[src/rtl/cache_evt_ctr_pkg.sv]
package cache_evt_ctr_pkg;
  localparam int SEL_W   = 8;
  localparam int CODES   = 1 << SEL_W;

  typedef struct packed {
    logic             clr_rd;
    logic [SEL_W-1:0] code;
  } ctr_cfg_t;

  localparam int CFG_W = $bits(ctr_cfg_t);
endpackage

[src/rtl/cache_evt_sel.sv]
module cache_evt_sel
  import cache_evt_ctr_pkg::*;
#(
  parameter int NUM_EVENTS = 54
) (
  input  logic                  clk,
  input  logic                  rst_n,
  input  logic [NUM_EVENTS-1:0] strobes,
  input  logic [SEL_W-1:0]      code,
  output logic                  hit
);
  logic [CODES-1:0] padded;

  always_comb begin
    padded = '0;
    padded[NUM_EVENTS-1:1] = strobes[NUM_EVENTS-1:1];
    padded[0] = 1'b1;
    hit = padded[code];
  end


  high_code_idle_chk: assert property (@(posedge clk) disable iff (!rst_n)
    (32'(code) >= NUM_EVENTS) |-> !hit);


  cycle_code_hit_chk: assert property (@(posedge clk) disable iff (!rst_n)
    (code == '0) |-> hit);
endmodule

[src/rtl/cache_evt_slot.sv]
module cache_evt_slot
  import cache_evt_ctr_pkg::*;
#(
  parameter int CNT_W      = 64,
  parameter int NUM_EVENTS = 54
) (
  input  logic                  clk,
  input  logic                  rst_n,
  input  logic [NUM_EVENTS-1:0] strobes,
  input  logic                  cfg_wr,
  input  ctr_cfg_t              cfg_wdata,
  input  logic                  cnt_wr,
  input  logic [CNT_W-1:0]      cnt_wdata,
  input  logic                  rd_clr,
  output ctr_cfg_t              cfg_q,
  output logic [CNT_W-1:0]      cnt_q
);
  logic hit;

  cache_evt_sel #(.NUM_EVENTS(NUM_EVENTS)) u_sel (
    .clk    (clk),
    .rst_n  (rst_n),
    .strobes(strobes),
    .code   (cfg_q.code),
    .hit    (hit)
  );

  always_ff @(posedge clk) begin
    if (!rst_n) begin
      cfg_q <= '0;
      cnt_q <= '0;
    end else begin
      if (cfg_wr) cfg_q <= cfg_wdata;
      if (cnt_wr)      cnt_q <= cnt_wdata;
      else if (rd_clr) cnt_q <= {{(CNT_W-1){1'b0}}, hit};
      else if (hit)    cnt_q <= cnt_q + 1'b1;
    end
  end


  preset_wins_chk: assert property (@(posedge clk) disable iff (!rst_n)
    cnt_wr |=> cnt_q == $past(cnt_wdata));


  clear_read_chk: assert property (@(posedge clk) disable iff (!rst_n)
    (rd_clr && !cnt_wr) |=> cnt_q == CNT_W'($past(hit)));


  idle_hold_chk: assert property (@(posedge clk) disable iff (!rst_n)
    (!cnt_wr && !rd_clr && !hit) |=> $stable(cnt_q));


  wrap_zero_chk: assert property (@(posedge clk) disable iff (!rst_n)
    (!cnt_wr && !rd_clr && hit && (&cnt_q)) |=> cnt_q == '0);
endmodule

[src/rtl/cache_evt_rdmux.sv]
module cache_evt_rdmux
  import cache_evt_ctr_pkg::*;
#(
  parameter int NUM_CTRS = 4,
  parameter int CNT_W    = 64,
  localparam int IDX_W   = $clog2(NUM_CTRS)
) (
  input  logic [IDX_W:0]                  addr,
  input  logic [NUM_CTRS-1:0][CNT_W-1:0]  cnts,
  input  ctr_cfg_t [NUM_CTRS-1:0]         cfgs,
  output logic [CNT_W-1:0]                data
);
  logic [IDX_W-1:0] idx;

  always_comb begin
    idx  = addr[IDX_W-1:0];
    data = '0;
    if (32'(idx) < NUM_CTRS) begin
      if (addr[IDX_W]) data = CNT_W'(cfgs[idx]);
      else             data = cnts[idx];
    end
  end
endmodule

[src/rtl/cache_evt_ctr_bank.sv]
module cache_evt_ctr_bank
  import cache_evt_ctr_pkg::*;
#(
  parameter int NUM_CTRS   = 4,
  parameter int CNT_W      = 64,
  parameter int NUM_EVENTS = 54,
  localparam int IDX_W     = $clog2(NUM_CTRS)
) (
  input  logic                  clk,
  input  logic                  rst_n,
  input  logic [NUM_EVENTS-1:0] evt_strobe,
  input  logic                  reg_wr_en,
  input  logic                  reg_rd_en,
  input  logic [IDX_W:0]        reg_addr,
  input  logic [CNT_W-1:0]      reg_wdata,
  output logic [CNT_W-1:0]      reg_rdata,
  output logic                  reg_rd_valid
);
  logic [NUM_CTRS-1:0][CNT_W-1:0] cnts;
  ctr_cfg_t [NUM_CTRS-1:0]        cfgs;
  logic [NUM_CTRS-1:0]            cfg_wr, cnt_wr, rd_clr;
  logic [CNT_W-1:0]               mux_data;
  logic [IDX_W-1:0]               idx;
  logic                           is_cfg;

  assign idx    = reg_addr[IDX_W-1:0];
  assign is_cfg = reg_addr[IDX_W];

  for (genvar g = 0; g < NUM_CTRS; g++) begin : g_slot
    logic sel_me;
    assign sel_me    = (32'(idx) == g);
    assign cfg_wr[g] = reg_wr_en && is_cfg && sel_me;
    assign cnt_wr[g] = reg_wr_en && !is_cfg && sel_me;
    assign rd_clr[g] = reg_rd_en && !is_cfg && sel_me && cfgs[g].clr_rd;

    cache_evt_slot #(.CNT_W(CNT_W), .NUM_EVENTS(NUM_EVENTS)) u_slot (
      .clk      (clk),
      .rst_n    (rst_n),
      .strobes  (evt_strobe),
      .cfg_wr   (cfg_wr[g]),
      .cfg_wdata(ctr_cfg_t'(reg_wdata[CFG_W-1:0])),
      .cnt_wr   (cnt_wr[g]),
      .cnt_wdata(reg_wdata),
      .rd_clr   (rd_clr[g]),
      .cfg_q    (cfgs[g]),
      .cnt_q    (cnts[g])
    );
  end

  cache_evt_rdmux #(.NUM_CTRS(NUM_CTRS), .CNT_W(CNT_W)) u_rdmux (
    .addr(reg_addr),
    .cnts(cnts),
    .cfgs(cfgs),
    .data(mux_data)
  );

  always_ff @(posedge clk) begin
    if (!rst_n) begin
      reg_rdata    <= '0;
      reg_rd_valid <= 1'b0;
    end else begin
      reg_rd_valid <= reg_rd_en;
      if (reg_rd_en) reg_rdata <= mux_data;
    end
  end


  rd_valid_rise_chk: assert property (@(posedge clk) disable iff (!rst_n)
    reg_rd_en |=> reg_rd_valid);


  rd_valid_idle_chk: assert property (@(posedge clk) disable iff (!rst_n)
    !reg_rd_en |=> !reg_rd_valid);


  single_target_chk: assert property (@(posedge clk) disable iff (!rst_n)
    $onehot0(cnt_wr | cfg_wr | rd_clr));
endmodule

[config.mk]
export PLATFORM = sky130hd
export DESIGN_NAME = cache_evt_ctr_bank
export DESIGN_NICKNAME = d
export VERILOG_FILES = /design/src/rtl/cache_evt_ctr_pkg.sv /design/src/rtl/cache_evt_sel.sv /design/src/rtl/cache_evt_slot.sv /design/src/rtl/cache_evt_rdmux.sv /design/src/rtl/cache_evt_ctr_bank.sv
export SDC_FILE = /design/constraint.sdc
export NUM_CORES = 1
export LEC_CHECK = 0
export ABC_AREA = 1
export BUFFER_PORTS_ARGS = -buffer_cell sky130_fd_sc_hd__buf_2
export CELL_PAD_IN_SITES_DETAIL_PLACEMENT = 1
export CELL_PAD_IN_SITES_GLOBAL_PLACEMENT = 2
export CORE_MARGIN = 2
export CORE_UTILIZATION = 25
export CTS_CLUSTER_DIAMETER = 200
export DETAILED_ROUTE_END_ITERATION = 10
export GPL_TIMING_DRIVEN = 0
export PLACE_DENSITY_LB_ADDON = 0.2
export REMOVE_ABC_BUFFERS = 1
export SLEW_MARGIN = 10
export SYNTH_ARGS = -nofsm -noshare
export SYNTH_HDL_FRONTEND = slang
export SYNTH_SLANG_ARGS = --single-unit
[constraint.sdc]
create_clock -name clk -period 1.9 [get_ports clk]
set_input_delay 0.285 -clock clk [delete_from_list [all_inputs] [get_ports clk]]
set_output_delay 0.285 -clock clk [all_outputs]
set_load 0.005 [all_outputs]
* Word level (Yosys, flattened, before mapping) *
Cells that the tools add are included.

word-level totals
  latch bits = 0
  logic and storage cells = 76
  memories kept = 0
  bits of input ports = 125
  flip-flop bits (word level) = 357
  memory bits (writable) = 0
  bits in read-only memories = 0

operators by class
  add/sub/neg operators = 4
  mux-type cells = 25
  magnitude comparators = 5
  reduce and logical (&&, ||, !) cells = 25
  eq/ne operators = 3
  bitwise gates (word level) = 0
  $mul = 0
  divide/modulo/power cells = 0
  shift-type cells = 0

operators by type and width
  cell                   number
  $mux 64                14
  $add 64x1->64 const B  4
  $bmux 64 s2            1
  $lt 8x9->1 const B     4
  $bmux 1 s8             4
  $logic_and 1x1->1      19
  $bmux 9 s2             1
  $reduce_bool 3->1      4
  $mux 9                 1
  $eq 2x2->1 const B     2
  $mux 1                 4
  $lt 2x3->1 const B     1
  $eq 2x1->1 const B     1
  $logic_not 2->1        1
  $logic_not 1->1        1

* Logic depth before layout (Yosys ltp) *
  depth in word-level cells = 6
  depth in mapped cells = 17

* Cells and area by module *
From an unflattened synthesis, not the netlist that was laid out.

second synthesis, totals
  cell total of the unflattened synthesis = 5512
  area, all modules = 30297.8 µm²

modules (own cells, without submodules)
  module              instances  area each (µm²)  cells an instance
  cache_evt_slot      4          5408.9           921
  cache_evt_rdmux     1          3151.8           777
  cache_evt_ctr_bank  1          2782.7           435
  cache_evt_sel       4          681.9            154

* Worst setup path before layout *
OpenSTA, ideal clock, no wires.

  path type = reg-to-reg
  start = register g_slot[2].u_slot.cnt_q[0]
  end = register g_slot[2].u_slot.cnt_q[30]
  slack = -0.010 ns
  stages on the path, launching flop included = 13
  required time = 1.786 ns
  path buffers = 0
  setup time = 0.114 ns
  arrival time = 1.796 ns
  period minus slack after synthesis = 1.910 ns
  cell sequence = dfxtp_1 ha_1 nand3_1 nor2_1 nand3_1 nor2_1 nand2_1 nor2_1 nand3_1 o211ai_1 o21ai_0 a21oi_1 nor2_1

on the way
  longest elaborated chain between the ends = 4

RTL lines
  what                    RTL line              text
  from (decl)             cache_evt_slot.sv:16  output logic [CNT_W-1:0] cnt_q
  from (signal assigned)  cache_evt_slot.sv:34  if (cnt_wr) cnt_q <= cnt_wdata;
  from (signal assigned)  cache_evt_slot.sv:35  else if (rd_clr) cnt_q <= {{(CNT_W-1){1'b0}}, hit};
  from (signal assigned)  cache_evt_slot.sv:36  else if (hit) cnt_q <= cnt_q + 1'b1;
  $add 64x1->64           cache_evt_slot.sv:36
  $mux 64                 cache_evt_slot.sv:36
  $mux 64                 cache_evt_slot.sv:35
  $mux 64                 cache_evt_slot.sv:34

Every way passes these cells. The select of a mux whose other input is x is not followed.
A chain may end at the register's enable or synchronous reset.

* Worst setup path in the final report *
  start = register g_slot[1].u_slot.cfg_q[3] (netlist name)
  end = register g_slot[1].u_slot.cnt_q[18]

on the way
  longest elaborated chain between the ends = 3

RTL lines
  what                                RTL line              text
  from (decl)                         cache_evt_slot.sv:15  output ctr_cfg_t cfg_q,
  from (signal assigned)              cache_evt_slot.sv:33  if (cfg_wr) cfg_q <= cfg_wdata;
  $bmux 1 s8                          cache_evt_sel.sv:18   hit = padded[code];
  $mux 1 (not written as such)        cache_evt_sel.sv:18
  $reduce_bool 3->1 (no source line)  --
  to (signal assigned)                cache_evt_slot.sv:34
  to (signal assigned)                cache_evt_slot.sv:35
  to (signal assigned)                cache_evt_slot.sv:36
  to (decl)                           cache_evt_slot.sv:16

Every way passes these cells. The select of a mux whose other input is x is not followed.

==> impl_metrics.json <==
{
  "cts_buffers": 51,
  "tns_ps": -79320,
  "avgSynthCellArea_um2": 5.631,
  "postSynthCellCount": 5018,
  "hp-class": "in -> reg",
  "grt_usage": 0.3253,
  "ant_nets": 0,
  "worstPathArrival_ps": 2910,
  "drc": 0,
  "routed_wirelength_um": 207100,
  "required_ps": 2480,
  "insertion_delay_ps": 680,
  "utilization": 0.3509,
  "num-fill-cells": 14280,
  "grt_overflow": 0,
  "grt_pass1_vias": 35960,
  "drive_above_1_share": 0.2340,
  "cts_tree": "yes",
  "antenna_found_initial": 7,
  "vdd_drop_max_uv": 675.3,
  "die_y_um": 340.2,
  "pin_count": 190,
  "via_per_inst": 5.756,
  "die_w_um": 340.2,
  "grt_pass1_wl_um": 272900,
  "die_area_um2": 115700,
  "total_power_mw": 27.49,
  "ys_warn_count": 0,
  "grt_start_max_net_pins": 105,
  "fin_ws_ps": -428.1,
  "final_max_slew_viol_count": 0,
  "total_leakage_power_nw": 14.76,
  "fin_area_um2": 39420,
  "setup_viol_count_final": 277,
  "period_needed_ps": 2328,
  "synth_edf_count": 0,
  "port_buffers": 188,
  "path_max_fanout": 6,
  "clock-root-buffer": "clkbuf_16",
  "drv_cap": 0,
  "status": "complete, but fails checks",
  "wl_per_cell_um": 30.24,
  "synthSimpleGateAreaFrac": 0.4349,
  "clkTransAtPathRegs_ps": 60,
  "final_net_count": 5431,
  "synth_mux_area_frac": 0,
  "cp-end-kind": "flop",
  "synth_seq_cells": 357,
  "rrSetupSlack_ps": -430,
  "placementRows": 123,
  "finalHoldViolCount": 0,
  "place_hpwl_um": 139300,
  "period_share": 1.225,
  "async_flop_share": 0,
  "ys_seq_area_frac": 0.2529,
  "fmax_mhz": 429.5,
  "dp.cells": 6476,
  "syn_area_um2": 28260,
  "placed_cell_area_um2": 30590,
  "synth_top_family_by_area": "simple AND/OR/NAND/NOR gates",
  "ys_types": 43,
  "vias": 39420,
  "instances_no_fill": 6849,
  "power_density_nw_per_um2": 697.2,
  "start_util": 0.2515,
  "ys.flop_type": "dfxtp_1",
  "syn2layout_area_growth_pct": 39.51,
  "globalplace.congestion": 0.9464,
  "clock_sinks": 357,
  "drt_iter0_markers": 4854,
  "violations": "negative setup slack",
  "synth_compound_area_frac": 0.1878,
  "tightest_slew_ps": 1181,
  "core_area_um2": 112300,
  "relSlewSlack": 0.2099,
  "dr.pass1.iters": 5,
  "htree_levels": 2,
  "synth_fa_ha_area_frac": 0.001771,
  "path_class": "reg -> reg",
  "clk_path_buf_depth": 3,
  "synth_xor_area_frac": 0.003409,
  "critPathLaunchType": "flop",
  "rsz0062_at_grt": "yes",
  "fin_worst_skew_ps": 43.35
}
cell usage after synthesis, types with 7 or more instances:
cell type  number  area (um^2)
nand4_1       182         1139
nand2_1      1273         4778
inv_1         545         2046
o21ai_0       356         1782
buf_6          15        168.9
buf_1           9        33.78
buf_2          84        420.4
o22ai_1       170         1064
buf_4          14        105.1
nand3_1       596         2983
and2_1          9        56.30
nor2_2         10        62.56
a21oi_1       352         1762
o21ai_1        13        65.06
nor3_1        140        700.7
nand2_2         7        43.79
nor2_1        594         2230
a22oi_1        15        112.6
nor3b_1         8        60.06
o221ai_1        9        78.83
clkbuf_1      133        499.2
dfxtp_1       357         7147
xor2_1          9        78.83
inv_2          21        78.83
o211ai_1       38        285.3
layer usage:
layer,part of all wire,track usage,up-vias
li1,-,-,17440
met1,0.43,0.4578,19520
met2,0.41,0.4854,2038
met3,0.099,0.05513,423
met4,0.054,0.1407,0
met5,0,0,-
layout by cell type (no fill, tap or decap), types with 138 or more instances in the layout:
master / netlist / layout
buf_2: 84 / 186
dfxtp_1: 357 / 276
buf_4: 14 / 138
o22ai_1: 170 / 169
nor2_1: 594 / 404
o21ai_0: 356 / 337
nand4_1: 182 / 182
a21oi_1: 352 / 316
nand3_1: 596 / 513
inv_1: 545 / 519
nand2_1: 1273 / 1155
sequential cells by signal, summed over array words and instances, names as in the netlist:
name and flops:
g_slot.u_slot.cfg_q 36, g_slot.u_slot.cnt_q 256, reg_rd_valid 1, reg_rdata 64
worst paths after layout:
kind	startpoint	endpoint	cells past startpoint
max	g_slot[1].u_slot.cfg_q[3]	g_slot[1].u_slot.cnt_q[18]	13
min	reg_wdata[22]	g_slot[2].u_slot.cnt_q[22]	5
max reg2reg	g_slot[1].u_slot.cfg_q[3]	g_slot[1].u_slot.cnt_q[18]	13
min reg2reg	reg_rdata[12]	reg_rdata[12]	2
kinds of logic (layout without fill, tap and decap cells):
logic type / count (synthesis) / count (layout)
adder cells (fa/ha/maj): 4 / 4
buffers and inverters: 825 / 1137
AND/OR/NAND/NOR: 2848 / 2860
XOR/XNOR: 11 / 11
other: 0 / 7
AO/OA/AOI/OAI: 973 / 973
flip-flops: 357 / 357
critical path: stages (launching register included):
cell and delay, ps:
dfxtp_1 520, inv_1 250, nor2_1 180, nand3_2 140
nand2_1 100, inv_2 50, a21oi_4 140, nand2_4 90
buf_16 150, buf_16 160, buf_12 140, nand2_8 110
nand2_1 70, a21oi_1 140
report_power, final:
| part | leakage [nW] | internal (mW) | switching [mW] | total [mW] |
|---|---|---|---|---|
| clock network | 0.896 | 6.65 | 4.43 | 11.1 |
| logic | 10.9 | 2.64 | 5.05 | 7.69 |
| registers | 2.94 | 7.97 | 0.739 | 8.71 |
| total | 14.8 | 17.3 | 10.2 | 27.5 |
layout make-up:
cell class | instances | area, um^2 | area share
repair buffers | 467 | 4950 | 0.1256
well taps | 1500 | 1877 | 0.04761
multi-input cells | 3848 | 20920 | 0.5306
clock inverters | 30 | 467.9 | 0.01187
repair inverters | 7 | 91.34 | 0.002317
diodes | 7 | 17.52 | 0.0004443
clock buffers | 63 | 1381 | 0.03504
inverters | 570 | 2412 | 0.06119
flip-flops and latches | 357 | 7308 | 0.1854
repair_timing:
action,CTS,global route
buffers inserted,102,94
pin swaps,56,117
cloned,25,44
gates resized for setup,476,541
hold buffers,8,0
hold endpoints to repair,44,0
endpoints found under the setup margin,276,287
metrics by stage:
step,hold slack [ps],worst slack (ps)
floorplan,378.5,-3402
global placement,450.9,-10260
detailed placement,454.6,-3655
finish,47.99,-428.1
global route,66.00,-479.3
CTS,27.66,-376.0
(Power assumes the default switching activity.)
